==> src/rtl/cpc_pkg.sv <==
package cpc_pkg;
  localparam int NUM_ENG = 3;

  typedef enum logic [1:0] {
    ST_IDLE  = 2'd0,
    ST_ISSUE = 2'd1,
    ST_WAIT  = 2'd2
  } cpc_state_e;

  typedef logic [1:0] buf_idx_t;

  // one step forward around the three buffers
  function automatic buf_idx_t buf_fwd(input buf_idx_t b);
    return (b == 2'd2) ? 2'd0 : buf_idx_t'(b + 2'd1);
  endfunction

  // one step back around the three buffers
  function automatic buf_idx_t buf_back(input buf_idx_t b);
    return (b == 2'd0) ? 2'd2 : buf_idx_t'(b - 2'd1);
  endfunction
endpackage

==> src/rtl/cpc_rst_sync.sv <==
module cpc_rst_sync (
  input  logic clk,
  input  logic rst_n,
  output logic rst_n_sync
);
  logic [1:0] sync_q;

  always_ff @(posedge clk or negedge rst_n) begin
    if (!rst_n) sync_q <= 2'b00;
    else        sync_q <= {sync_q[0], 1'b1};
  end

  assign rst_n_sync = sync_q[1];
endmodule

==> src/rtl/cpc_stage_sel.sv <==
module cpc_stage_sel
  import cpc_pkg::*;
#(
  parameter int CNT_W  = 8,
  parameter int SLOT_W = CNT_W + 2
) (
  input  logic                        overlap,
  input  logic [SLOT_W-1:0]           slot_k,
  input  logic [CNT_W-1:0]            n_chunks,
  input  logic [1:0]                  seq_ph,
  input  buf_idx_t                    rot_buf,
  output logic [NUM_ENG-1:0]          stage_vld,
  output logic [NUM_ENG-1:0][1:0]     stage_buf
);
  logic [SLOT_W-1:0]  n_ext;
  logic [NUM_ENG-1:0] vld_ovl;
  logic [NUM_ENG-1:0] vld_seq;

  assign n_ext = SLOT_W'(n_chunks);

  // overlapped schedule: copy k, decrypt k-1, parse k-2
  assign vld_ovl[0] = (slot_k < n_ext);
  assign vld_ovl[1] = (slot_k != '0) && (slot_k <= n_ext);
  assign vld_ovl[2] = (slot_k >= SLOT_W'(2)) && (slot_k <= n_ext + SLOT_W'(1));

  // serial schedule: exactly one engine per slot
  assign vld_seq = NUM_ENG'(3'b001 << seq_ph);

  always_comb begin
    if (overlap) begin
      stage_vld    = vld_ovl;
      stage_buf[0] = rot_buf;
      stage_buf[1] = buf_back(rot_buf);
      stage_buf[2] = buf_fwd(rot_buf);
    end else begin
      stage_vld    = vld_seq;
      stage_buf[0] = rot_buf;
      stage_buf[1] = rot_buf;
      stage_buf[2] = rot_buf;
    end
  end
endmodule

==> src/rtl/cpc_pending.sv <==
module cpc_pending #(
  parameter int NUM = 3
) (
  input  logic           clk,
  input  logic           rst_n,
  input  logic [NUM-1:0] start,
  input  logic [NUM-1:0] done,
  output logic [NUM-1:0] pend
);
  for (genvar e = 0; e < NUM; e++) begin : g_eng
    always_ff @(posedge clk or negedge rst_n) begin
      if (!rst_n)        pend[e] <= 1'b0;
      else if (start[e]) pend[e] <= 1'b1;
      else if (done[e])  pend[e] <= 1'b0;
    end
  end
endmodule

==> src/rtl/chunk_pipe_ctrl.sv <==
module chunk_pipe_ctrl
  import cpc_pkg::*;
#(
  parameter int CNT_W = 8
) (
  input  logic             clk,
  input  logic             rst_n,
  input  logic             frame_start,
  input  logic [CNT_W-1:0] num_chunks,
  input  logic             overlap_en,
  output logic             busy,
  output logic             frame_done,
  output logic [CNT_W+1:0] slot_count,
  output logic             copy_start,
  output logic [1:0]       copy_buf,
  input  logic             copy_done,
  output logic             dec_start,
  output logic [1:0]       dec_buf,
  input  logic             dec_done,
  output logic             parse_start,
  output logic [1:0]       parse_buf,
  input  logic             parse_done
);
  localparam int SLOT_W = CNT_W + 2;

  logic rst_s_n;

  cpc_state_e        state_q, state_d;
  logic [1:0]        ph_q, ph_d;
  logic [1:0]        seq_q, seq_d;
  buf_idx_t          rot_q, rot_d;
  logic [SLOT_W-1:0] slot_q, slot_d;
  logic [CNT_W-1:0]  n_q, n_d;
  logic              ovl_q, ovl_d;
  logic              fdone_q, fdone_d;

  logic [NUM_ENG-1:0]      stage_vld;
  logic [NUM_ENG-1:0][1:0] stage_buf;
  logic [NUM_ENG-1:0]      starts;
  logic [NUM_ENG-1:0]      dones;
  logic [NUM_ENG-1:0]      pend;
  logic [SLOT_W-1:0]       n_ext;
  logic [SLOT_W-1:0]       total_slots;
  logic                    last_slot;
  logic                    slot_close;

  cpc_rst_sync u_rst (
    .clk       (clk),
    .rst_n     (rst_n),
    .rst_n_sync(rst_s_n)
  );

  cpc_stage_sel #(.CNT_W(CNT_W), .SLOT_W(SLOT_W)) u_sel (
    .overlap  (ovl_q),
    .slot_k   (slot_q),
    .n_chunks (n_q),
    .seq_ph   (seq_q),
    .rot_buf  (rot_q),
    .stage_vld(stage_vld),
    .stage_buf(stage_buf)
  );

  for (genvar e = 0; e < NUM_ENG; e++) begin : g_start
    assign starts[e] = (state_q == ST_ISSUE) && (ph_q == 2'(e)) && stage_vld[e];
  end

  assign dones = {parse_done, dec_done, copy_done};

  cpc_pending #(.NUM(NUM_ENG)) u_pend (
    .clk  (clk),
    .rst_n(rst_s_n),
    .start(starts),
    .done (dones),
    .pend (pend)
  );

  assign n_ext       = SLOT_W'(n_q);
  assign total_slots = ovl_q ? (n_ext + SLOT_W'(2)) : ((n_ext << 1) + n_ext);
  assign last_slot   = (slot_q == total_slots - SLOT_W'(1));
  assign slot_close  = (state_q == ST_WAIT) && (pend == '0);

  // next-state logic
  always_comb begin
    state_d = state_q;
    ph_d    = ph_q;
    seq_d   = seq_q;
    rot_d   = rot_q;
    slot_d  = slot_q;
    n_d     = n_q;
    ovl_d   = ovl_q;
    fdone_d = 1'b0;
    unique case (state_q)
      ST_IDLE: begin
        if (frame_start && (num_chunks != '0)) begin
          state_d = ST_ISSUE;
          n_d     = num_chunks;
          ovl_d   = overlap_en;
          ph_d    = 2'd0;
          seq_d   = 2'd0;
          rot_d   = 2'd0;
          slot_d  = '0;
        end
      end
      ST_ISSUE: begin
        if (ph_q == 2'd2) begin
          ph_d    = 2'd0;
          state_d = ST_WAIT;
        end else begin
          ph_d = ph_q + 2'd1;
        end
      end
      ST_WAIT: begin
        if (slot_close) begin
          slot_d = slot_q + SLOT_W'(1);
          seq_d  = (seq_q == 2'd2) ? 2'd0 : seq_q + 2'd1;
          if (ovl_q || (seq_q == 2'd2)) rot_d = buf_fwd(rot_q);
          if (last_slot) begin
            state_d = ST_IDLE;
            fdone_d = 1'b1;
          end else begin
            state_d = ST_ISSUE;
          end
        end
      end
      default: state_d = ST_IDLE;
    endcase
  end

  // register process
  always_ff @(posedge clk or negedge rst_s_n) begin
    if (!rst_s_n) begin
      state_q <= ST_IDLE;
      ph_q    <= 2'd0;
      seq_q   <= 2'd0;
      rot_q   <= 2'd0;
      slot_q  <= '0;
      n_q     <= '0;
      ovl_q   <= 1'b0;
      fdone_q <= 1'b0;
    end else begin
      state_q <= state_d;
      ph_q    <= ph_d;
      seq_q   <= seq_d;
      rot_q   <= rot_d;
      slot_q  <= slot_d;
      n_q     <= n_d;
      ovl_q   <= ovl_d;
      fdone_q <= fdone_d;
    end
  end

  assign busy        = (state_q != ST_IDLE);
  assign frame_done  = fdone_q;
  assign slot_count  = slot_q;
  assign copy_start  = starts[0];
  assign dec_start   = starts[1];
  assign parse_start = starts[2];
  assign copy_buf    = stage_buf[0];
  assign dec_buf     = stage_buf[1];
  assign parse_buf   = stage_buf[2];
endmodule

==> config.mk <==
export PLATFORM = sky130hd
export DESIGN_NAME = chunk_pipe_ctrl
export DESIGN_NICKNAME = d
export VERILOG_FILES = /design/src/rtl/cpc_pkg.sv /design/src/rtl/cpc_rst_sync.sv /design/src/rtl/cpc_stage_sel.sv /design/src/rtl/cpc_pending.sv /design/src/rtl/chunk_pipe_ctrl.sv
export SDC_FILE = /design/constraint.sdc
export NUM_CORES = 1
export LEC_CHECK = 0
export CORE_UTILIZATION = 57
export DETAILED_ROUTE_END_ITERATION = 6
export PLACE_DENSITY = 0.82
export SETUP_SLACK_MARGIN = 0.3
export SLEW_MARGIN = 5
export SYNTH_ARGS = -nofsm -noshare
export SYNTH_HDL_FRONTEND = slang
export SYNTH_SLANG_ARGS = --single-unit
export TNS_END_PERCENT = 100
==> constraint.sdc <==
create_clock -name clk -period 3.45 [get_ports clk]
set_input_delay 0.5175 -clock clk [delete_from_list [all_inputs] [get_ports clk]]
set_output_delay 0.5175 -clock clk [all_outputs]
set_load 0.01 [all_outputs]
==> flow_metrics.tcl <==
set metrics [dict create \
    place_ws_ns -0.4421 \
    drive_gt1_frac 0.2551 \
    detailed_place_hpwl_um 6497 \
    power.internal_mw 2.060 \
    io_buffers 35 \
    swShare 0.4824 \
    powerDensity_nw_per_um2 985.4 \
    ys_async_sr_fraction 1.000 \
    vias 3169 \
    cp_slowest_cell "dfrtp_1" \
    cp_cell_sequence "buf_6, ha_1, nand2_1, xnor2_1, ha_1, nor2b_1, o21ai_2, a21oi_2, a2111oi_4, buf_4, o32ai_4, a2111oi_4, buf_2" \
    max_freq_mhz 286.6 \
    ys.flop_type "dfrtp_1" \
    syn_avg_cell_area_um2 8.363 \
    routedWlPerCell_um 19.16 \
    fin_setup_tns_ns -0.03958 \
    first_global_vias 3114 \
    gp_congestion 0.9081 \
    crit_path_start_kind "flop" \
    drtAntennaViolNets 0 \
    worstPathRequired_ns 2.93 \
    syn-cell-area_um2 2910 \
    worstHoldPathType "flop to asynchronous set/reset pin" \
    area_delta_synth_final_pct 38.78 \
    grt_pass1_wl_um 14720 \
    final_nets 486 \
    stdcell_area_um2 4039 \
    ioPinCount 36 \
    drt_wl_total_um 9693 \
    cts_hold_buf 0 \
    fp.dieH_um 73.46 \
    crit_type "flop to primary output" \
    first_pass_iters 6 \
    rsz0062_at_grt "yes" \
    synthDistinctLibCells 58 \
    cp-end-kind "primary output" \
    maxCapViolCount 0 \
    synth-seq-cells 33 \
    switchingPower_mw 1.920 \
    grt_max_degree 32 \
    insertedDiodeCount 0 \
    clk_transition_reported_paths_ns 0.07 \
    final_common_cell "buf_4" \
    total_power_mw 3.980 \
    die-area_um2 5396 \
    crit_family "compound AO/OA/AOI/OAI gates" \
    num_rows 25 \
    path_max_fanout 4 \
    status "finished, violations left" \
    tightest_slew_ns 0.7544 \
    clkPwrFrac 0.071 \
    dpl_cell_area_um2 3677 \
    final_cell_mix "buf_4, nand2_1, dfrtp_1" \
    clockRootBuffer "clkbuf_8" \
    vias_per_cell 6.263 \
    critPathBufInv 3 \
    grt-ovfl-total 0 \
    syn_inst 348 \
    syn_nets 396 \
    track_usage 0.3668 \
    drc_errors 0 \
    crit_arrival_ns 2.97 \
    core-area_um2 4817 \
    cp_slowest_stage_delay_ns 0.41 \
    antenna_found_initial 0 \
    comb_power_share 0.765 \
    drt_iter0_markers 302 \
    synth_edf_count 0 \
    yosysWarnings 0 \
    tritoncts "done" \
    crit_cells 13 \
    clock_sinks 33 \
    ys_seq_area_frac 0.2837 \
    die_x_um 73.46 \
    htree_num_levels 2 \
    start_util 0.6042 \
    fin_ws_ns -0.03958 \
    clk_path_buf_depth 2 \
    cts_made_buffers 5 \
    violations "setup timing" \
    seq_power_share 0.163 \
    finalClockSkew_ns 0.006505 \
    r2r_cells 13 \
    leakagePower_nw 1.777 \
    fin_crit_sh 1.011 \
    finalSetupViolations 1 \
    ir_drop_mv 0.6103 \
    finalHoldViolCount 0 \
    fin_crit_ns 3.490 \
    clk_latency_ns 0.29 \
    slew_headroom 0.4971 \
    slew_violations 0 \
]
[power groups by stage]
stage | Sequential, mW | Clock (mW) | Combinational (mW)
2_1_floorplan | 0.620 | 0 | 1.63
3_3_place_gp | 0.628 | 0 | 2.46
3_5_place_dp | 0.637 | 0 | 2.56
4_1_cts | 0.639 | 0.284 | 2.77
5_1_grt | 0.659 | 0.299 | 3.26
6_report | 0.649 | 0.284 | 3.05
[cell families after synthesis]
family                     share of synthesized area
adders and majority gates                     0.1445
AOI/OAI and AO/OA                             0.1900
DFF                                           0.2837
xor gates and xnor gates                      0.1010
and+or+nand+nor                               0.2206
other                                       0.001289
buffers and inverters                        0.05546
muxes                                       0.003440
[Yosys cell counts (all sizes together) (3+ instances only)]
cell type,count,share of area
xor2,9,0.027
buf,9,0.023
nand4b,3,0.0090
a21oi,16,0.028
o22ai,4,0.0086
a21o,5,0.013
nand2b,4,0.0086
clkbuf,3,0.0039
nor2,23,0.031
nand3b,3,0.0077
a31oi,4,0.0086
nand3,10,0.017
a211oi,6,0.017
or2,3,0.0064
nor3b,4,0.010
nor3,10,0.017
xnor2,22,0.066
dfrtp,33,0.28
nand2,42,0.054
o31ai,3,0.0077
nand4,5,0.011
ha,32,0.14
nor4,9,0.019
inv,22,0.028
o21ai,32,0.059
[layer usage]
metal	vias up	global-route usage	routed length, um
li1	1419	-	-
met1	1501	0.4431	3672
met2	190	0.6279	4742
met3	59	0.06173	746
met4	0	0.1859	532
met5	-	0	0
[area by class of cell]
class | count | area (um2)
tap | 67 | 83.83
inverter | 22 | 85.08
fill | 284 | 778.2
clock inverter | 2 | 10.01
sequential | 33 | 825.8
multi-input combinational | 281 | 2153
clock buffer | 6 | 72.57
timing repair buffer | 95 | 808.3
[registers in the layout (all words and copies together) (netlist names)]
register	flops
u_rst.sync_q	2
n_q	8
u_pend.pend	3
state_q	2
slot_count	10
rot_q	2
frame_done	1
seq_q	2
ovl_q	1
ph_q	2
[repair_timing]
action                                  CTS  global route
resized for setup                        45            19
pin swaps                                26            14
endpoints found under the setup margin    5             5
endpoints found under the hold margin     0             0
buffers inserted                          4             2
[through the flow]
step	hold WS, ns	util	instances
4_1_cts	0.2725	0.8182	504
3_3_place_gp	0.2615	0.7634	492
3_5_place_dp	0.2654	0.7634	492
2_1_floorplan	0.2219	-	348
5_1_grt	0.3179	0.8384	506
6_report	0.2628	0.8384	506
[path summary, 6_finish.rpt]
path | endpoint | slack [ns] | startpoint
max in group asynchronous | ph_q[0] | 2.89 | u_rst.sync_q[1]
hold reg to reg | slot_count[0] | 0.26 | u_rst.sync_q[1]
min in group clk | u_rst.sync_q[1] | 0.37 | u_rst.sync_q[0]
hold / removal | slot_count[0] | 0.26 | u_rst.sync_q[1]
setup reg to reg | state_q[0] | 0.20 | n_q[1]
setup / recovery | parse_start | -0.04 | n_q[2]
(Power assumes the default switching activity.)
